===== src/rtl/flag_gen_pkg.sv =====
package flag_gen_pkg;
  typedef struct packed {
    logic statusSel;  // read hits the busy region
    logic flip6;      // advance the operation toggle
    logic flip2;      // advance the block toggle
  } flag_strobes_t;
endpackage


===== src/rtl/flag_ctrl.sv =====
module flag_ctrl
  import flag_gen_pkg::*;
#(
  parameter int NUM_BLOCKS = 16,
  parameter int BLOCKS_PER_BANK = 4,
  localparam int BLK_W = $clog2(NUM_BLOCKS),
  localparam int NUM_BANKS = NUM_BLOCKS / BLOCKS_PER_BANK,
  localparam int BANK_W = $clog2(NUM_BANKS)
) (
  input  logic                  clk,
  input  logic                  rst_n,
  input  logic                  opBusy,
  input  logic                  opIsErase,
  input  logic                  opSuspended,
  input  logic                  chipErase,
  input  logic [BANK_W-1:0]     opBank,
  input  logic [NUM_BLOCKS-1:0] eraseSel,
  input  logic                  readStrobe,
  input  logic [BLK_W-1:0]      readBlock,
  output flag_strobes_t         strobes,
  output logic                  readyBusy
);
  logic [NUM_BLOCKS-1:0] blkBusy;
  logic [NUM_BLOCKS-1:0] blkSel;

  for (genvar b = 0; b < NUM_BLOCKS; b++) begin : g_blk
    localparam int BANK_OF = b / BLOCKS_PER_BANK;
    always_comb begin
      blkBusy[b] = opBusy && ((opIsErase && chipErase) || (BANK_W'(BANK_OF) == opBank));
      blkSel[b]  = opIsErase && (chipErase || eraseSel[b]);
    end
  end

  always_comb begin
    strobes.statusSel = blkBusy[readBlock];
    strobes.flip6     = readStrobe && strobes.statusSel && !opSuspended;
    strobes.flip2     = readStrobe && strobes.statusSel && blkSel[readBlock];
  end

  always_ff @(posedge clk) begin
    if (!rst_n) readyBusy <= 1'b1;
    else        readyBusy <= !opBusy;
  end

  assert_ready_follows_R11: assert property (@(posedge clk) disable iff (!rst_n)
    opBusy |=> !readyBusy);
  assert_ready_release_R11: assert property (@(posedge clk) disable iff (!rst_n)
    !opBusy |=> readyBusy);
  assert_idle_noflip_R1: assert property (@(posedge clk) disable iff (!rst_n)
    !opBusy |-> !(strobes.flip6 || strobes.flip2));
  assert_suspend_freeze_R4: assert property (@(posedge clk) disable iff (!rst_n)
    opSuspended |-> !strobes.flip6);
  assert_unsel_noflip_R7: assert property (@(posedge clk) disable iff (!rst_n)
    (!chipErase && !eraseSel[readBlock]) |-> !strobes.flip2);
endmodule


===== src/rtl/flag_datapath.sv =====
module flag_datapath
  import flag_gen_pkg::*;
#(
  parameter int DATA_W = 16
) (
  input  logic              clk,
  input  logic              rst_n,
  input  flag_strobes_t     strobes,
  input  logic              opIsErase,
  input  logic              eraseStarted,
  input  logic              timeLimitHit,
  input  logic [7:0]        progData,
  input  logic [DATA_W-1:0] arrayData,
  output logic [DATA_W-1:0] rdData
);
  logic toggle6;
  logic toggle2;
  logic [7:0] statusByte;

  always_ff @(posedge clk) begin
    if (!rst_n) begin
      toggle6 <= 1'b0;
      toggle2 <= 1'b0;
    end else begin
      if (strobes.flip6) toggle6 <= !toggle6;
      if (strobes.flip2) toggle2 <= !toggle2;
    end
  end

  always_comb begin
    statusByte    = '0;
    statusByte[7] = opIsErase ? 1'b0 : !progData[7];
    statusByte[6] = toggle6;
    statusByte[5] = timeLimitHit;
    statusByte[3] = opIsErase && eraseStarted;
    statusByte[2] = toggle2;
    rdData = strobes.statusSel ? DATA_W'(statusByte) : arrayData;
  end

  assert_dq6_step_R3: assert property (@(posedge clk) disable iff (!rst_n)
    strobes.flip6 |=> toggle6 != $past(toggle6));
  assert_dq6_hold_R5: assert property (@(posedge clk) disable iff (!rst_n)
    !strobes.flip6 |=> $stable(toggle6));
  assert_dq2_step_R6: assert property (@(posedge clk) disable iff (!rst_n)
    strobes.flip2 |=> toggle2 != $past(toggle2));
  assert_dq2_hold_R7: assert property (@(posedge clk) disable iff (!rst_n)
    !strobes.flip2 |=> $stable(toggle2));
endmodule


===== src/rtl/status_flag_gen.sv =====
module status_flag_gen
  import flag_gen_pkg::*;
#(
  parameter int NUM_BLOCKS = 16,
  parameter int BLOCKS_PER_BANK = 4,
  parameter int DATA_W = 16,
  localparam int BLK_W = $clog2(NUM_BLOCKS),
  localparam int NUM_BANKS = NUM_BLOCKS / BLOCKS_PER_BANK,
  localparam int BANK_W = $clog2(NUM_BANKS)
) (
  input  logic                  clk,
  input  logic                  rst_n,
  input  logic                  opBusy,
  input  logic                  opIsErase,
  input  logic                  opSuspended,
  input  logic                  chipErase,
  input  logic                  eraseStarted,
  input  logic                  timeLimitHit,
  input  logic [BANK_W-1:0]     opBank,
  input  logic [7:0]            progData,
  input  logic [NUM_BLOCKS-1:0] eraseSel,
  input  logic                  readStrobe,
  input  logic [BLK_W-1:0]      readBlock,
  input  logic [DATA_W-1:0]     arrayData,
  output logic [DATA_W-1:0]     rdData,
  output logic                  readyBusy
);
  flag_strobes_t strobes;

  flag_ctrl #(.NUM_BLOCKS(NUM_BLOCKS), .BLOCKS_PER_BANK(BLOCKS_PER_BANK)) u_ctrl (
    .clk(clk), .rst_n(rst_n), .opBusy(opBusy), .opIsErase(opIsErase),
    .opSuspended(opSuspended), .chipErase(chipErase), .opBank(opBank),
    .eraseSel(eraseSel), .readStrobe(readStrobe), .readBlock(readBlock),
    .strobes(strobes), .readyBusy(readyBusy)
  );

  flag_datapath #(.DATA_W(DATA_W)) u_dp (
    .clk(clk), .rst_n(rst_n), .strobes(strobes), .opIsErase(opIsErase),
    .eraseStarted(eraseStarted), .timeLimitHit(timeLimitHit),
    .progData(progData), .arrayData(arrayData), .rdData(rdData)
  );
endmodule


===== config.mk =====
export PLATFORM = sky130hd
export DESIGN_NAME = status_flag_gen
export DESIGN_NICKNAME = d
export VERILOG_FILES = /design/src/rtl/flag_gen_pkg.sv /design/src/rtl/flag_ctrl.sv /design/src/rtl/flag_datapath.sv /design/src/rtl/status_flag_gen.sv
export SDC_FILE = /design/constraint.sdc
export NUM_CORES = 1
export LEC_CHECK = 0
export BUFFER_PORTS_ARGS = -buffer_cell sky130_fd_sc_hd__buf_2
export CORE_AREA = 2 2 42 44
export CTS_BUF_LIST = sky130_fd_sc_hd__clkbuf_8
export DETAILED_ROUTE_END_ITERATION = 10
export DIE_AREA = 0 0 44 46
export GPL_ROUTABILITY_DRIVEN = 0
export PLACE_DENSITY = 0.91
export SETUP_SLACK_MARGIN = 0.4
export SLEW_MARGIN = 20
export SYNTH_ARGS = -nofsm -noshare
export SYNTH_HDL_FRONTEND = slang
export SYNTH_SLANG_ARGS = --single-unit
export TNS_END_PERCENT = 50

===== constraint.sdc =====
create_clock -name clk -period 4.5 [get_ports clk]
set_input_delay 1.125 -clock clk [delete_from_list [all_inputs] [get_ports clk]]
set_output_delay 1.125 -clock clk [all_outputs]
set_load 0.05 [all_outputs]

==> results of run 1 <==
-- cell usage in the layout (no fill, tap or decap), drive strengths merged --
master / instances
mux2: 3
a2111oi: 1
inv: 3
nand2: 7
dfxtp: 3
o21ai: 2
nor4: 1
or4: 1
or2: 1
clkbuf: 3
and2: 12
mux2i: 5
nand2b: 2
xor2: 2
o22ai: 2
o31ai: 2
a21boi: 1
o41ai: 1
buf: 64
mux4: 2
-- synthesized netlist by cell type (all sizes together) --
| library cell | number | area, um^2 |
|---|---|---|
| or4 | 1 | 7.51 |
| o22ai | 2 | 12.5 |
| nand2 | 7 | 26.3 |
| mux4 | 2 | 45.0 |
| and2 | 12 | 75.1 |
| xor2 | 2 | 17.5 |
| nor4 | 1 | 6.26 |
| clkbuf | 2 | 7.51 |
| a21boi | 1 | 7.51 |
| dfxtp | 3 | 60.1 |
| nand2b | 2 | 12.5 |
| mux2 | 3 | 33.8 |
| o41ai | 1 | 16.3 |
| or2 | 1 | 6.26 |
| o31ai | 2 | 15.0 |
| o21ai | 2 | 10.0 |
| a2111oi | 1 | 8.76 |
| inv | 2 | 7.51 |
| mux2i | 5 | 50.1 |
| buf | 1 | 11.3 |
-- worst max path at each step --
stage / to / startpoint / slack, ns
after global routing: rdData[7] / readBlock[2] / 0.60
after global placement: rdData[6] / readBlock[2] / 0.89
after floorplan: rdData[7] / opBank[1] / 0.53
final: rdData[6] / readBlock[2] / 0.82
after detailed placement: rdData[7] / readBlock[2] / 0.80
after CTS: rdData[6] / readBlock[2] / 0.79
-- power by group through the flow --
stage / registers (mW) / clock network (mW) / logic (mW)
6_report: 0.0285 / 0.0759 / 0.108
5_1_grt: 0.0286 / 0.0794 / 0.116
4_1_cts: 0.0285 / 0.0770 / 0.109
3_5_place_dp: 0.0289 / 0 / 0.109
3_3_place_gp: 0.0288 / 0 / 0.107
2_1_floorplan: 0.0304 / 0 / 0.0724
-- layer usage --
layer  track usage (%)  part of all wire, %
met1              13.7                   35
met2              23.2                   56
met3              2.78                  7.1
met4              6.67                  2.1
met5                 0                    0
-- state kept, by name, summed over array words and instances (netlist names) --
register / count
u_dp.toggle6: 1
u_dp.toggle2: 1
u_ctrl.readyBusy: 1
-- worst max-delay path, stage by stage --
cell and delay, ns:
sky130_fd_sc_hd__buf_2 0.13, sky130_fd_sc_hd__xor2_1 0.15, sky130_fd_sc_hd__o21ai_0 0.10, sky130_fd_sc_hd__nand2_1 0.44, sky130_fd_sc_hd__mux2_2 0.40, sky130_fd_sc_hd__buf_2 0.21
-- cell type report --
class	count	area, um^2	share of cell area (%)
Clock buffer	3	41.3	5.13
Clock inverter	1	3.75	0.467
Inverter	2	7.51	0.933
Multi-Input combinational cell	45	350	43.5
Sequential cell	3	60.1	7.47
Tap cell	17	21.3	2.64
Timing Repair Buffer	64	320	39.8
-- through the flow --
step,hold slack [ns],std cells
3_3_place_gp,0.448,131
5_1_grt,0.488,135
4_1_cts,0.469,135
2_1_floorplan,0.440,53
3_5_place_dp,0.465,131
6_report,0.465,135
-- logic make-up after synthesis --
| group | count (synthesis) | synth area share, % |
|---|---|---|
| and+or+nand+nor | 24 | 30.7 |
| muxes | 10 | 29.5 |
| AOI/OAI and AO/OA | 9 | 16.0 |
| buffers and inverters | 5 | 6.02 |
| DFF | 3 | 13.8 |
| xor gates and xnor gates | 2 | 4.01 |
==> impl_metrics.env, run 1 <==
export IMPL_actual_slew_at_the_worst_max_slew_pin_ns=0.553
export IMPL_clock_sinks=3
export IMPL_relative_contribution_of_sequential_cells_to_total_power_pct=13.4
export IMPL_cts_buffers_inserted=3
export IMPL_layout_core_utilization_pct=49.8
export IMPL_clock_tree_root_cell="sky130_fd_sc_hd__clkbuf_8"
export IMPL_largest_net_degree_at_the_start_of_global_routing=22
export IMPL_design_portCount=72
export IMPL_antenna_diode_instance_count=0
export IMPL_cp_start_kind="primary input"
export IMPL_postLayoutCellArea_um2=805
export IMPL_core_um2=1610
export IMPL_end_kind="primary output"
export IMPL_post_cts_resized=0
export IMPL_hold_class="reg2reg"
export IMPL_hold_depth=2
export IMPL_drive_above_1_share_pct=62.7
export IMPL_cts_hold_buffers=0
export IMPL_finalMaxSlewViolations=0
export IMPL_post_cts_repair_setup_buffers=0
export IMPL_global_route_usage_total_pct=12.7
export IMPL_synthCells=53
export IMPL_setup_repair_after_global_routing_missed_its_margin="false"
export IMPL_tritoncts="done"
export IMPL_synth_nets=108
export IMPL_reg2reg_slack_ns=3.40
export IMPL_design_die_area_um2=2020
export IMPL_layout_area_overhead_vs_synth_pct=84.2
export IMPL_power_report_internal_total_mw=0.125
export IMPL_synthesized_area_per_cell_um2=8.24
export IMPL_final_min_period_over_clock_period_pct=81.8
export IMPL_ff2ff_path_depth=2
export IMPL_worst_hold_path_endpoint="u_dp.toggle2"
export IMPL_synth_ff_latch_count=3
export IMPL_critical_path_reg2reg_endpoint="u_dp.toggle6"
export IMPL_total_setup_violations_reported_at_the_end_of_the_flow=0
export IMPL_postRouteWirelength_um=1450
export IMPL_part_of_the_total_power_dissipated_in_the_clock_network_pct=35.7
export IMPL_route_detailed_drc=0
export IMPL_dpl_worst_slack_ns=0.795
export IMPL_design_final_nets=174
export IMPL_chipWidth_um=44
export IMPL_synth_sequential_area_ratio_pct=13.8
export IMPL_period_minus_slack_ns=3.68
export IMPL_p_per_area_nw_per_um2=264
export IMPL_layout_setup_ws_ns=0.820
export IMPL_worst_reg2reg_path_startpoint="u_dp.toggle6"
export IMPL_clk_lat_worst_skew_ns=0.21
export IMPL_cp_data_required_time_ns=3.38
export IMPL_p_sw_mw=0.0882
export IMPL_final_antenna_net_count=0
export IMPL_fin_worst_skew_ns=0
export IMPL_filler_cell_count=163
export IMPL_critical_path_class="in2out"
export IMPL_ctsLongestPathBuffers=2
export IMPL_slew_limit_headroom_pct=63.1
export IMPL_clkTransAtPathRegs_ns=0.03
export IMPL_buffers_added_on_ports=64
export IMPL_dp_hpwl_um=1280
export IMPL_avgViaCountPerCell=4.76
export IMPL_num_vias=642
export IMPL_status="finished clean"
export IMPL_peakVddDrop_mv=0.106
export IMPL_netSwitchingFraction_pct=41.5
export IMPL_average_wire_per_cell_in_the_routed_design_um=10.7
export IMPL_rows=15
export IMPL_initial_antenna_violation_count=0
export IMPL_logic_pwr_share_pct=50.9
export IMPL_holdCritStartpoint="u_dp.toggle2"
export IMPL_die_height_um=46
export IMPL_final_setup_tns_ns=0
export IMPL_total_leakage_power_nw=0.449
export IMPL_cts_htree_levels=1
export IMPL_initial_drt_pass_iterations=4
export IMPL_p_total_mw=0.213
export IMPL_first_global_vias=525
export IMPL_start_util_pct=27.1
export IMPL_cp_arrival_ns=2.56
export IMPL_dpl_instance_area_um2=759
export IMPL_yosys_warnings=0
export IMPL_yosys_cell_types_count=20
export IMPL_grt_first_pass_wirelength_um=1920
export IMPL_overall_overflow_remaining_after_global_route=0
export IMPL_largest_fanout_on_the_critical_path=21
export IMPL_drtIter0Drc=8
export IMPL_synthesis_area_um2=437
export IMPL_max_cap_violations=0
export IMPL_fmaxAchievable_mhz=272
export IMPL_timing_hold_violations_final=0
Power figures use the tool's default switching activity.
==> run 2, diff against run 1 <==
--- a/config.mk
+++ b/config.mk
@@ -6,12 +6,12 @@
 export NUM_CORES = 1
 export LEC_CHECK = 0
 export BUFFER_PORTS_ARGS = -buffer_cell sky130_fd_sc_hd__buf_2
-export CORE_AREA = 2 2 42 44
+export CORE_AREA = 2 2 45 47
 export CTS_BUF_LIST = sky130_fd_sc_hd__clkbuf_8
 export DETAILED_ROUTE_END_ITERATION = 10
-export DIE_AREA = 0 0 44 46
+export DIE_AREA = 0 0 47 49
 export GPL_ROUTABILITY_DRIVEN = 0
-export PLACE_DENSITY = 0.91
+export PLACE_DENSITY = 0.84
 export SETUP_SLACK_MARGIN = 0.4
 export SLEW_MARGIN = 20
 export SYNTH_ARGS = -nofsm -noshare
==> constraint.sdc (replaced) <==
create_clock -name clk -period 3.03 [get_ports clk]
set_input_delay 0.7575 -clock clk [delete_from_list [all_inputs] [get_ports clk]]
set_output_delay 0.7575 -clock clk [all_outputs]
set_load 0.05 [all_outputs]
==> run 2 against run 1 <==
Net effect:
- clock power rose by 50%
- sequential power rose by 48%
- critical path depth rose by 1
- cell count rose by 10%
- largest cell class is now non-clock buffers
==> impl_metrics.env, run 2 (synthesis results as in run 1) <==
export IMPL_num_vias=652
export IMPL_p_total_mw=0.356
export IMPL_cp_arrival_ns=1.92
export IMPL_ctsLongestPathBuffers=2
export IMPL_worst_hold_slack_after_final_layout_ns=0.477
export IMPL_slew_limit_headroom_pct=72.0
export IMPL_ff2ff_path_depth=2
export IMPL_fmaxAchievable_mhz=373
export IMPL_die_height_um=49
export IMPL_design_die_area_um2=2300
export IMPL_commonest_non_fill_non_tap_cell_in_the_layout="sky130_fd_sc_hd__buf_2"
export IMPL_cp_data_required_time_ns=2.27
export IMPL_setup_repair_after_global_routing_missed_its_margin="true"
export IMPL_avgViaCountPerCell=4.38
export IMPL_initial_drt_pass_iterations=4
export IMPL_rows=16
export IMPL_clk_lat_worst_skew_ns=0.21
export IMPL_grt_max_usage_layer="met2"
export IMPL_route_detailed_drc=0
export IMPL_layout_top_registers="u_ctrl.readyBusy: 1 flops, u_dp.toggle2: 1 flops, u_dp.toggle6: 1 flops"
export IMPL_worstPathCellList="buf_4 > xor2_1 > o21ai_1 > nand2_2 > buf_12 > mux2_4 > buf_8"
export IMPL_first_global_vias=638
export IMPL_chipWidth_um=47
export IMPL_fin_cells=149
export IMPL_antenna_diode_instance_count=0
export IMPL_global_route_usage_met1_pct=15.5
export IMPL_hold_class="reg2reg"
export IMPL_fin_worst_skew_ns=0
export IMPL_cts_hold_buffers=0
export IMPL_core_um2=1840
export IMPL_layout_area_overhead_vs_synth_pct=124
export IMPL_max_cap_violations=0
export IMPL_peakVddDrop_mv=0.163
export IMPL_layout_setup_ws_ns=0.351
export IMPL_final_antenna_net_count=0
export IMPL_clkTransAtPathRegs_ns=0.03
export IMPL_initial_antenna_violation_count=0
export IMPL_drive_above_1_share_pct=66.4
export IMPL_grt_first_pass_wirelength_um=2550
export IMPL_grt_met2_usage_pct=26.7
export IMPL_hold_depth=2
export IMPL_postRouteWirelength_um=1660
export IMPL_largest_net_degree_at_the_start_of_global_routing=21
export IMPL_total_setup_violations_reported_at_the_end_of_the_flow=0
export IMPL_actual_slew_at_the_worst_max_slew_pin_ns=0.416
export IMPL_buffers_added_on_ports=64
export IMPL_dp_hpwl_um=1340
export IMPL_dpl_worst_slack_ns=0.322
export IMPL_period_minus_slack_ns=2.68
export IMPL_final_min_period_over_clock_period_pct=88.4
export IMPL_gr_usage_met3_pct=2.59
export IMPL_tritoncts="done"
export IMPL_design_final_nets=178
export IMPL_critPathMaxStageDelay_ns=0.30
export IMPL_timing_hold_violations_final=0
export IMPL_clock_tree_root_cell="sky130_fd_sc_hd__clkbuf_8"
export IMPL_layout_common_cells="54 x sky130_fd_sc_hd__buf_2, 12 x sky130_fd_sc_hd__and2_1, 6 x sky130_fd_sc_hd__nand2_1"
export IMPL_overall_overflow_remaining_after_global_route=0
export IMPL_end_kind="primary output"
export IMPL_drtIter0Drc=7
export IMPL_critical_path_class="in2out"
export IMPL_cts_buffers_inserted=3
export IMPL_status="finished clean"
export IMPL_p_per_area_nw_per_um2=364
export IMPL_design_portCount=72
export IMPL_cts_htree_levels=1
export IMPL_cp_start_kind="primary input"
export IMPL_cp_slowest_cell="sky130_fd_sc_hd__mux2_4"
export IMPL_finalMaxSlewViolations=0
export IMPL_final_setup_tns_ns=0
export IMPL_largest_fanout_on_the_critical_path=5
export IMPL_total_leakage_power_nw=0.518
export IMPL_global_route_usage_total_pct=14.6
export IMPL_average_wire_per_cell_in_the_routed_design_um=11.1
export IMPL_post_place_cells=142
export IMPL_clock_sinks=3
export IMPL_start_util_pct=23.7
-- run 2: cell count changes in the layout (fill, tap and decap cells not counted), moves of 2 or more --
cell,delta
sky130_fd_sc_hd__buf_2,-10
sky130_fd_sc_hd__buf_4,+4
sky130_fd_sc_hd__buf_6,+5
sky130_fd_sc_hd__buf_8,+2
sky130_fd_sc_hd__clkbuf_16,+2
sky130_fd_sc_hd__o21ai_0,-2
-- run 2: cell type report --
class / count / area [um^2]
Clock buffer: 3 / 41.3
Clock inverter: 1 / 3.75
Fill cell: 182 / 865
Inverter: 2 / 7.51
Multi-Input combinational cell: 45 / 374
Sequential cell: 3 / 60.1
Tap cell: 27 / 33.8
Timing Repair Buffer: 68 / 457
-- run 2: power by group --
group	switching [mW]	internal (mW)
sequential	0.000780	0.0415
clock	0.0273	0.0863
combinational	0.113	0.0862
total	0.142	0.214
-- run 2: what timing repair did --
action | CTS | global route
buffers inserted | 0 | 1
resized for setup | 5 | 24
cloned | 0 | 2
pin swaps | 1 | 3
setup endpoints to repair | 4 | 16
-- run 2: worst max-delay path, delay by kind of cell --
family / cells / cell delay [ns]
compound gates: 1 / 0.15
xor+xnor: 1 / 0.14
buf+inv: 3 / 0.44
mux: 1 / 0.30
simple gates: 1 / 0.14
-- run 2: metrics by stage --
step | util [%] | area [um^2]
global placement | 43.3 | 797
CTS | 46.5 | 856
floorplan | - | 442
finish | 53.1 | 977
global route | 53.1 | 977
detailed placement | 43.3 | 797
-- run 2: worst paths after layout --
kind / from / end / slack, ns
setup / recovery: readBlock[3] / rdData[2] / 0.35
hold / removal: u_dp.toggle2 / u_dp.toggle2 / 0.48
setup reg to reg: u_dp.toggle6 / u_dp.toggle6 / 1.99
hold reg to reg: u_dp.toggle2 / u_dp.toggle2 / 0.48
-- run 2: layer usage --
metal	vias up	part of all wire, %
met2	24	59
met1	301	36
met3	0	4.7
met4	0	0
met5	-	0
li1	327	-
